`src/rtl/hbank_pkg.sv`:
```
package hbank_pkg;
  localparam int CTRL_W  = 16;
  localparam int RD_BIT  = 15;
  localparam int WR_BIT  = 14;
  localparam int BANK_LO = 11;
  localparam int TM_BIT  = 10;
  localparam int RA_LO   = 5;
  localparam int WA_LO   = 0;

  localparam logic [CTRL_W-1:0] TM_WORD = CTRL_W'(1) << TM_BIT;

  localparam logic [1:0] A_CTRL  = 2'd0;
  localparam logic [1:0] A_WDATA = 2'd1;
  localparam logic [1:0] A_RDATA = 2'd2;

  typedef enum logic [2:0] {
    ST_WAIT_Z0,
    ST_WAIT_T0,
    ST_WAIT_Z1,
    ST_WAIT_T1,
    ST_OPEN
  } unlock_t;
endpackage

```
`src/rtl/hbank_unlock.sv`:
```
module hbank_unlock
  import hbank_pkg::*;
(
  input  logic              clk,
  input  logic              rst,
  input  logic              ctrl_wr,
  input  logic [CTRL_W-1:0] ctrl_word,
  output logic              open
);
  unlock_t st, nxt;
  logic    is_zero, is_tm;

  assign is_zero = (ctrl_word == '0);
  assign is_tm   = (ctrl_word == TM_WORD);

  always_comb begin
    nxt = st;
    if (ctrl_wr) begin
      unique case (st)
        ST_WAIT_Z0: nxt = is_zero ? ST_WAIT_T0 : ST_WAIT_Z0;
        ST_WAIT_T0: nxt = is_tm ? ST_WAIT_Z1 : (is_zero ? ST_WAIT_T0 : ST_WAIT_Z0);
        ST_WAIT_Z1: nxt = is_zero ? ST_WAIT_T1 : ST_WAIT_Z0;
        ST_WAIT_T1: nxt = is_tm ? ST_OPEN : (is_zero ? ST_WAIT_T0 : ST_WAIT_Z0);
        ST_OPEN:    nxt = is_zero ? ST_WAIT_T0 : ST_OPEN;
        default:    nxt = ST_WAIT_Z0;
      endcase
    end
  end

  always_ff @(posedge clk) begin
    if (rst) st <= ST_WAIT_Z0;
    else     st <= nxt;
  end

  assign open = (st == ST_OPEN);


  open_needs_tm_chk: assert property (@(posedge clk) disable iff (rst)
    $rose(open) |-> ($past(ctrl_wr) && $past(ctrl_word) == TM_WORD));


  close_on_zero_chk: assert property (@(posedge clk) disable iff (rst)
    (open && ctrl_wr && is_zero) |=> !open);


  bad_word_restart_chk: assert property (@(posedge clk) disable iff (rst)
    (!open && ctrl_wr && !is_zero && !is_tm) |=> (st == ST_WAIT_Z0));
endmodule

```
`src/rtl/hbank_store.sv`:
```
module hbank_store #(
  parameter int DATA_W = 16,
  parameter int BANKS  = 4,
  parameter int DEPTH  = 32,
  localparam int BANK_W  = $clog2(BANKS),
  localparam int ADDR_W  = $clog2(DEPTH),
  localparam int IDX_W   = BANK_W + ADDR_W,
  localparam int ENTRIES = BANKS * DEPTH
) (
  input  logic              clk,
  input  logic              rst,
  input  logic              wr_en,
  input  logic [BANK_W-1:0] wr_bank,
  input  logic [ADDR_W-1:0] wr_addr,
  input  logic [DATA_W-1:0] wr_data,
  input  logic              rd_en,
  input  logic [BANK_W-1:0] rd_bank,
  input  logic [ADDR_W-1:0] rd_addr,
  output logic [DATA_W-1:0] rd_value
);
  logic [DATA_W-1:0]  mem [ENTRIES];
  logic [ENTRIES-1:0] vld;
  logic [DATA_W-1:0]  mem_q;
  logic               vld_q;
  logic [IDX_W-1:0]   widx, ridx;

  assign widx = {wr_bank, wr_addr};
  assign ridx = {rd_bank, rd_addr};

  // storage array without reset so it maps onto block RAM
  always_ff @(posedge clk) begin
    if (wr_en) mem[widx] <= wr_data;
    if (rd_en) mem_q <= mem[ridx];
  end

  // per-entry written flags give the zero-after-reset view
  always_ff @(posedge clk) begin
    if (rst) begin
      vld   <= '0;
      vld_q <= 1'b0;
    end else begin
      if (wr_en) vld[widx] <= 1'b1;
      if (rd_en) vld_q <= vld[ridx];
    end
  end

  assign rd_value = vld_q ? mem_q : '0;


  rd_hold_chk: assert property (@(posedge clk) disable iff (rst)
    !rd_en |=> $stable(rd_value));
endmodule

```
`src/rtl/hidden_bank_port.sv`:
```
module hidden_bank_port
  import hbank_pkg::*;
#(
  parameter int DATA_W = 16,
  parameter int BANKS  = 4,
  parameter int DEPTH  = 32,
  localparam int BANK_W = $clog2(BANKS),
  localparam int ADDR_W = $clog2(DEPTH)
) (
  input  logic              clk,
  input  logic              rst,
  input  logic [1:0]        reg_addr,
  input  logic              reg_wr,
  input  logic [DATA_W-1:0] reg_wdata,
  input  logic              reg_rd,
  output logic [DATA_W-1:0] reg_rdata
);
  logic [DATA_W-1:0] ctrl_q, wdata_q, rd_value;
  logic              ctrl_wr, open, cmd_wr, cmd_rd;
  logic [BANK_W-1:0] bank;
  logic [ADDR_W-1:0] waddr, raddr;

  assign ctrl_wr = reg_wr && (reg_addr == A_CTRL);
  assign bank    = reg_wdata[BANK_LO +: BANK_W];
  assign waddr   = reg_wdata[WA_LO +: ADDR_W];
  assign raddr   = reg_wdata[RA_LO +: ADDR_W];
  assign cmd_wr  = ctrl_wr && open && reg_wdata[WR_BIT];
  assign cmd_rd  = ctrl_wr && open && reg_wdata[RD_BIT] && !reg_wdata[WR_BIT];

  hbank_unlock u_unlock (
    .clk       (clk),
    .rst       (rst),
    .ctrl_wr   (ctrl_wr),
    .ctrl_word (reg_wdata),
    .open      (open)
  );

  hbank_store #(.DATA_W(DATA_W), .BANKS(BANKS), .DEPTH(DEPTH)) u_store (
    .clk      (clk),
    .rst      (rst),
    .wr_en    (cmd_wr),
    .wr_bank  (bank),
    .wr_addr  (waddr),
    .wr_data  (wdata_q),
    .rd_en    (cmd_rd),
    .rd_bank  (bank),
    .rd_addr  (raddr),
    .rd_value (rd_value)
  );

  always_ff @(posedge clk) begin
    if (rst) begin
      ctrl_q    <= '0;
      wdata_q   <= '0;
      reg_rdata <= '0;
    end else begin
      if (ctrl_wr) ctrl_q <= reg_wdata;
      if (reg_wr && reg_addr == A_WDATA) wdata_q <= reg_wdata;
      if (reg_rd) begin
        unique case (reg_addr)
          A_CTRL:  reg_rdata <= ctrl_q;
          A_WDATA: reg_rdata <= wdata_q;
          A_RDATA: reg_rdata <= rd_value;
          default: reg_rdata <= '0;
        endcase
      end
    end
  end


  rdata_hold_chk: assert property (@(posedge clk) disable iff (rst)
    !reg_rd |=> $stable(reg_rdata));


  locked_cmd_inert_chk: assert property (@(posedge clk) disable iff (rst)
    (ctrl_wr && !open) |=> $stable(rd_value));


  wr_priority_chk: assert property (@(posedge clk) disable iff (rst)
    (ctrl_wr && open && reg_wdata[WR_BIT] && reg_wdata[RD_BIT]) |=> $stable(rd_value));
endmodule

```
`config.mk`:
```
export PLATFORM = sky130hd
export DESIGN_NAME = hidden_bank_port
export DESIGN_NICKNAME = d
export VERILOG_FILES = /design/src/rtl/hbank_pkg.sv /design/src/rtl/hbank_unlock.sv /design/src/rtl/hbank_store.sv /design/src/rtl/hidden_bank_port.sv
export SDC_FILE = /design/constraint.sdc
export NUM_CORES = 2
export LEC_CHECK = 0
export BUFFER_PORTS_ARGS = -buffer_cell sky130_fd_sc_hd__buf_2
export CORE_MARGIN = 8
export CORE_UTILIZATION = 50
export DETAILED_ROUTE_END_ITERATION = 10
export GPL_TIMING_DRIVEN = 1
export PLACE_DENSITY = 0.65
export SLEW_MARGIN = 20
export SYNTH_ARGS = -nofsm -noshare
export SYNTH_HDL_FRONTEND = slang
export SYNTH_SLANG_ARGS = --single-unit
```
`constraint.sdc`:
```
create_clock -name clk -period 6.75 [get_ports clk]
set_input_delay 1.35 -clock clk [delete_from_list [all_inputs] [get_ports clk]]
set_output_delay 1.35 -clock clk [all_outputs]
set_load 0.05 [all_outputs]
```
## After elaboration in Yosys (flattened, before gate mapping)

Memory sizes are Yosys's and may differ from the RTL's. A register that Yosys moved wholly into a read port is not among the register bits.
Cells that the tools add are included.

| storage, ports and cells | value |
|---|---|
| RAM bits | 2048 |
| memories kept | 1 |
| register bits after elaboration | 180 |

| operators by class | value |
|---|---|
| bitwise operators | 1 |
| reduce and logical (&&, ||, !) cells | 11 |
| multiplexer cells | 14 |
| eq/ne operators | 7 |
| order comparisons | 3 |

Memory list:

| name | depth | width | rd ports | clocked after memory_dff | wr ports | RTL line | text |
|---|---|---|---|---|---|---|---|
| u_store.mem | 128 | 16 | 1 | 1 | 1 | hbank_store.sv:21 | `logic [DATA_W-1:0] mem [ENTRIES];` |

Operators by type and width:

| operator | number |
|---|---|
| OR 128 bit | 1 |
| one-hot mux 16 bit (3 select lines) | 1 |
| equality test 16 x 11 -> 1 bit (second input constant) | 1 |
| logical NOT 16 bit | 1 |
| less-than comparator 7 x 8 -> 1 bit (second input constant) | 2 |
| 2-to-1 mux 16 bit | 1 |
| one-hot mux 3 bit (5 select lines) | 1 |
| 2-to-1 mux 3 bit | 3 |
| binary-select mux 1 bit (select 7 bit) | 1 |
| demux 1 bit (select 7 bit) | 1 |
| greater-or-equal comparator 7 x 1 -> 1 bit (second input constant) | 1 |
| logical AND 1 bit | 7 |
| equality test 3 x 2 -> 1 bit (second input constant) | 2 |
| 2-to-1 mux 1 bit | 5 |
| equality test 3 x 1 -> 1 bit (second input constant) | 1 |
| equality test 3 bit (second input constant) | 1 |
| logical NOT 3 bit | 1 |
| equality test 2 x 1 -> 1 bit (second input constant) | 1 |
| equality test 2 bit (second input constant) | 1 |
| logical NOT 2 bit | 1 |
| 2-to-1 mux 2 bit | 1 |
| logical NOT 1 bit | 1 |

## Longest topological paths before layout

| logic depth | value |
|---|---|
| depth after elaboration | 6 |
| depth in mapped cells | 10 |
| depth with buffers taken out | 6 |

## Hierarchy

Synthesis repeated with hierarchy kept, for this count alone.

| second synthesis, totals | value |
|---|---|
| cells, all modules | 3902 |
| area, all modules | 85926.2 um^2 |

Modules (own cells, without submodules):

| module | times used | seq. area each (um^2) | cells an instance | area each (um^2) |
|---|---|---|---|---|
| hbank_store | 1 | 64561.9 | 3626 | 83586.4 |
| hidden_bank_port | 1 | 960.9 | 251 | 2109.5 |
| hbank_unlock | 1 | 60.1 | 25 | 230.2 |

## Least setup slack after synthesis

No wires, ideal clock.

| path | value |
|---|---|
| path kind | input-to-reg |
| from | in reg_addr[0] |
| to | reg u_store.vld_q |
| arrival | 3.651 ns |
| cell stages on the path | 6 |
| path slack | 2.971 ns |
| library setup time | 0.128 ns |
| cells stage by stage | nor3b_1 -> nand3_1 -> nor3b_1 -> o311ai_1 -> a211oi_1 -> a31oi_1 |

| between the ends | value |
|---|---|
| longest elaborated chain between the ends | 5 |

Ends and longest elaborated chain:

| element | RTL line | text |
|---|---|---|
| start: declaration | hidden_bank_port.sv:12 | `input logic [1:0] reg_addr,` |
| logical NOT 2 bit | hidden_bank_port.sv:23 | `assign ctrl_wr = reg_wr && (reg_addr == A_CTRL);` |
| logical AND 1 bit | hidden_bank_port.sv:23 |  |
| logical AND 1 bit (3 in a row) | hidden_bank_port.sv:28 | `assign cmd_rd = ctrl_wr && open && reg_wdata[RD_BIT] && !reg_wdata[WR_BIT];` |
| named net cmd_rd | hidden_bank_port.sv:19 | `logic ctrl_wr, open, cmd_wr, cmd_rd;` |
| end signal: assignment | hbank_store.sv:43 | `if (rd_en) vld_q <= vld[ridx];` |
| end: declaration | hbank_store.sv:24 | `logic vld_q;` |

The timed path passes the listed nets, and every way through them passes these cells.
A chain may end at the register's enable or synchronous reset.

==> results.md <==
- The run finished with clean final reports.
- The final count of negative-setup-slack endpoints is 0.
- The final period demand of the worst path is 4.64 ns.
- Clock latency on the worst-skew pair, taken at its later pin, is 0.87 ns.
- The via count of the first global-routing pass is ~44000.
- Across the VDD grid, the largest voltage drop is 216 uV.
- The worst hold path belongs to the class reg -> reg.
- In this run, synthesis inferred 2064 flip-flops with an integrated enable.
- The average cell area after synthesis is between 20 and 25 sq um.
- The required time at the worst-slack endpoint is 7.33 ns.
- The die outline area is 187000 sq um.
- Traced cell by cell, the critical path runs through buf_4, nand2_1, nor2_1, a22oi_1, o211ai_1, nor3_1, o41ai_1.
- The number of antenna-violating nets in the routed design is 0.
- The number of nets in the final layout is 4580.
- The DRC violations left is 0.
- The post-placement cell area is 90400 sq um.
- The non-filler instance count after layout is roughly 7000.
- The H-tree was split into 4 levels.
- Across the run, the number of max-cap violations was 0.
- The cell at the root of the clock tree is clkbuf_16.
- The largest single stage delay on the critical path is 1.15 ns.
- The power share of the clock group is 42.4%.
- After synthesis, the largest area contributor takes up a little under three quarters of total cell area.
- Row generation in the floorplan step produced 153 rows.
- The instance count along the most critical hold path is 2.
- The static leakage is 28.1 nW.
- The total instance count after detailed placement is ~6700.
- The switching fraction of total power is between 20% and 30%.
- In the finished design, the share of the clock period the worst path needs comes to ~70%.
- The number of library cell types mapped by synthesis is 63.
- The total length of routed wires is 234 mm.
- For this run the aggregate overflow at the end of global routing stands at 0.
- The overall fraction of global-route tracks in use is 24.8%.
- The number of antenna violations at the first check in global routing is 8.
- The first routing iteration left 6519 violations.
- The dominant synthesized flop cell is edfxtp_1.
- The chip height is 433 microns.
- The pin count of the biggest net entering global routing is 99.
- The worst clock skew is 0.0615 ns.
- The clock sink total is ~2200.
- The worst hold slack after final layout is 0.451 ns.
- STA classifies the critical path startpoint as a primary input.
- The filler cell count in the final layout is 12900.
- The global-route wire length before repair is around 330 mm.
- The final core utilization is 56.3%.
- Total power for the finished layout comes to 28.3 mW.
- At the pin with the least slew margin, the transition time is 1.25 ns.
- The post-cts repair resize count is 0.
- For this design the ratio of total power to cell area is 290 nW/um^2.
- In this run the tightest slew margin relative to its limit is 16.6%.
- The fmax is between 0.2 and 0.25 GHz.
- The largest individual stage delay along the critical path comes from the cell nor2_1.
- The maximum net fanout on the critical path is 44.
- Ranked by total cell area, the synthesized netlist is headed by edfxtp_1, mux4_2, dfxtp_1.
- The number of I/O port buffers is 37.
- The initial core utilization is between 50% and 60%.
- Summing over every cut layer, the via total after detailed routing is 45300.
- The placed wire-length estimate is 141 mm.
- In this run the deepest clock path goes through 3 buffers.
- The internal portion of the total power is 22.2 mW.
- Timing analysis after detailed placement gives a worst setup slack of 1.46 ns.
- Summed over all nets, the switching power comes to 6.03 mW.
- The post-synthesis cell area is 86800 sq um.
- The number of cells produced by synthesis is 4333.
- The number of pins with negative max-slew slack in the final report was 0.
- The number of top-level pins is 38.
- The total length of routed met3 wires is 25.3 mm.
- The routability congestion estimate is 0.898.
- After floorplanning, the core was sized to cover 173000 sq um.
- After clock tree synthesis, the clock-pin slew on the worst setup and hold paths is 0.06 ns.
- The ratio of cells with drive above 1 in the final layout is 25.0%.
- After synthesis, the share of flip-flops with an asynchronous set or reset is 0%.
- Setup slack on the critical path of the routed design comes to 2.11 ns.
- STA classifies the critical path endpoint as a flop.
- For the final routed database, the setup TNS stands at 0 ns.
- The sequential area share after synthesis is 75.6%.
- Relative to the synthesized area, the layout overhead comes to 12.3%.
- Registers are responsible for 53.6% of the overall power.
- The number of cells on the worst reg-to-reg path is 6.
- In this run, the combinational gates consume 4.0% of the power.
- The biggest area consumer among synthesized cells is edfxtp_1.
- The final hold violation count was 0.
- Setup repair after global routing left no endpoint under its margin.
- The highest metal layer with signal wires is met5.
- By startpoint and endpoint, the worst setup path is classified as in -> reg.
- Hold repair after CTS inserted 0 buffers.
- The width of the die is 433 microns.
- The length of routed wiring on met1 is 92.0 mm.
- The finished cells cover 97400 sq um.
- Leaving out fill and tap cells, the most frequent cell in the layout is edfxtp_1.
- The total of warnings raised by yosys is 0.
- The TritonCTS clock tree is done.
- The per-cell via count in the routed design is approximately 6.4.
- The iteration count of the initial detailed-routing pass is 6.
- For the worst setup path, the data arrival time is 5.22 ns.
- The routed length on met2 is 108 mm.
- Counting the buffers created by CTS gives 215.
- Synthesis inferred 2244 register bits.
- The number of setup buffers added after CTS is 0.
- The wire length per cell is between 30 and 40 microns.
- The net count after synthesis is 4355.
- Leaving out fill and tap cells, the most frequent cells in the layout are edfxtp_1, mux4_2, nor2_1.
## cell families after synthesis
group | after synthesis | share of synthesized area [%]
AOI/OAI and AO/OA | 463 | 3.23
buffers and inverters | 260 | 1.80
DFF | 2244 | 75.6
muxes | 664 | 15.9
and+or+nand+nor | 702 | 3.52
## final cells by class
type                       instances  area (sq um)  area share, %
antenna                            5          12.5         0.0128
inverter                           5          20.0         0.0206
multi-input combinational       1829         19700           20.2
tap                             2325          2910           2.99
sequential                      2244         65600           67.4
clock buffer                     260          5580           5.73
clock inverter                   135          1430           1.47
timing repair buffer             263          2100           2.16
## metal layers
| layer | vias to the layer above | GRT usage (%) |
|---|---|---|
| met5 | - | 0 |
| met4 | 4 | 8.90 |
| met3 | 444 | 6.11 |
| met2 | 2709 | 37.7 |
| met1 | 24000 | 35.3 |
| li1 | 18200 | - |
## state kept, by name, summed over array words and instances (netlist names)
| register | count |
|---|---|
| u_store.vld | 128 |
| ctrl_q | 16 |
| reg_rdata | 16 |
| u_store.mem | 2048 |
| u_store.vld_q | 1 |
| wdata_q | 16 |
| u_store.mem_q | 16 |
| u_unlock.st | 3 |
## power by group through the flow
stage | clock network (mW) | registers, mW | logic [mW]
6_report | 12.0 | 15.1 | 1.14
3_3_place_gp | 0 | 15.4 | 1.13
2_1_floorplan | 0 | 15.5 | 0.676
3_5_place_dp | 0 | 15.4 | 1.13
5_1_grt | 12.6 | 15.1 | 1.18
4_1_cts | 12.1 | 15.1 | 1.13
## cell usage after synthesis (4+ instances only)
library cell / number
a311oi_1: 7
nor3_1: 16
nor2b_1: 72
buf_12: 9
nor3b_1: 6
buf_6: 29
nand3_1: 30
o211ai_1: 9
dfxtp_1: 180
buf_1: 20
o22ai_1: 33
a22oi_1: 42
mux2i_1: 90
a22o_1: 5
buf_2: 62
buf_4: 34
a21oi_1: 222
clkbuf_1: 99
mux2_2: 8
and3_1: 4
nand2_1: 197
nor2_1: 328
nand2b_1: 9
a211oi_1: 43
o31ai_1: 4
or3_1: 7
o21ai_0: 43
a31oi_1: 24
and2_1: 6
a32oi_1: 6
mux4_2: 561
nor4_1: 8
mux4_1: 5
edfxtp_1: 2064
## path summary, 6_finish.rpt
check | start | endpoint | slack, ns
worst min-delay path | ctrl_q[15]$_SDFFE_PP0P_ | ctrl_q[15]$_SDFFE_PP0P_ | 0.45
worst min register to register | ctrl_q[15]$_SDFFE_PP0P_ | ctrl_q[15]$_SDFFE_PP0P_ | 0.45
worst max-delay path | reg_wdata[9] | u_store.mem_q[0]$_DFFE_PP_ | 2.11
worst max register to register | u_unlock.st[1]$_SDFFE_PP0P_ | u_store.mem[30][15]$_DFFE_PP_ | 3.37
## worst max-delay path: cells and delay by family
kind	cells	cell delay, ns
buffers and inverters	1	0.58
AND/OR/NAND/NOR	3	2.00
AO/OA/AOI/OAI	3	1.10
Power figures use the tool's default switching activity.
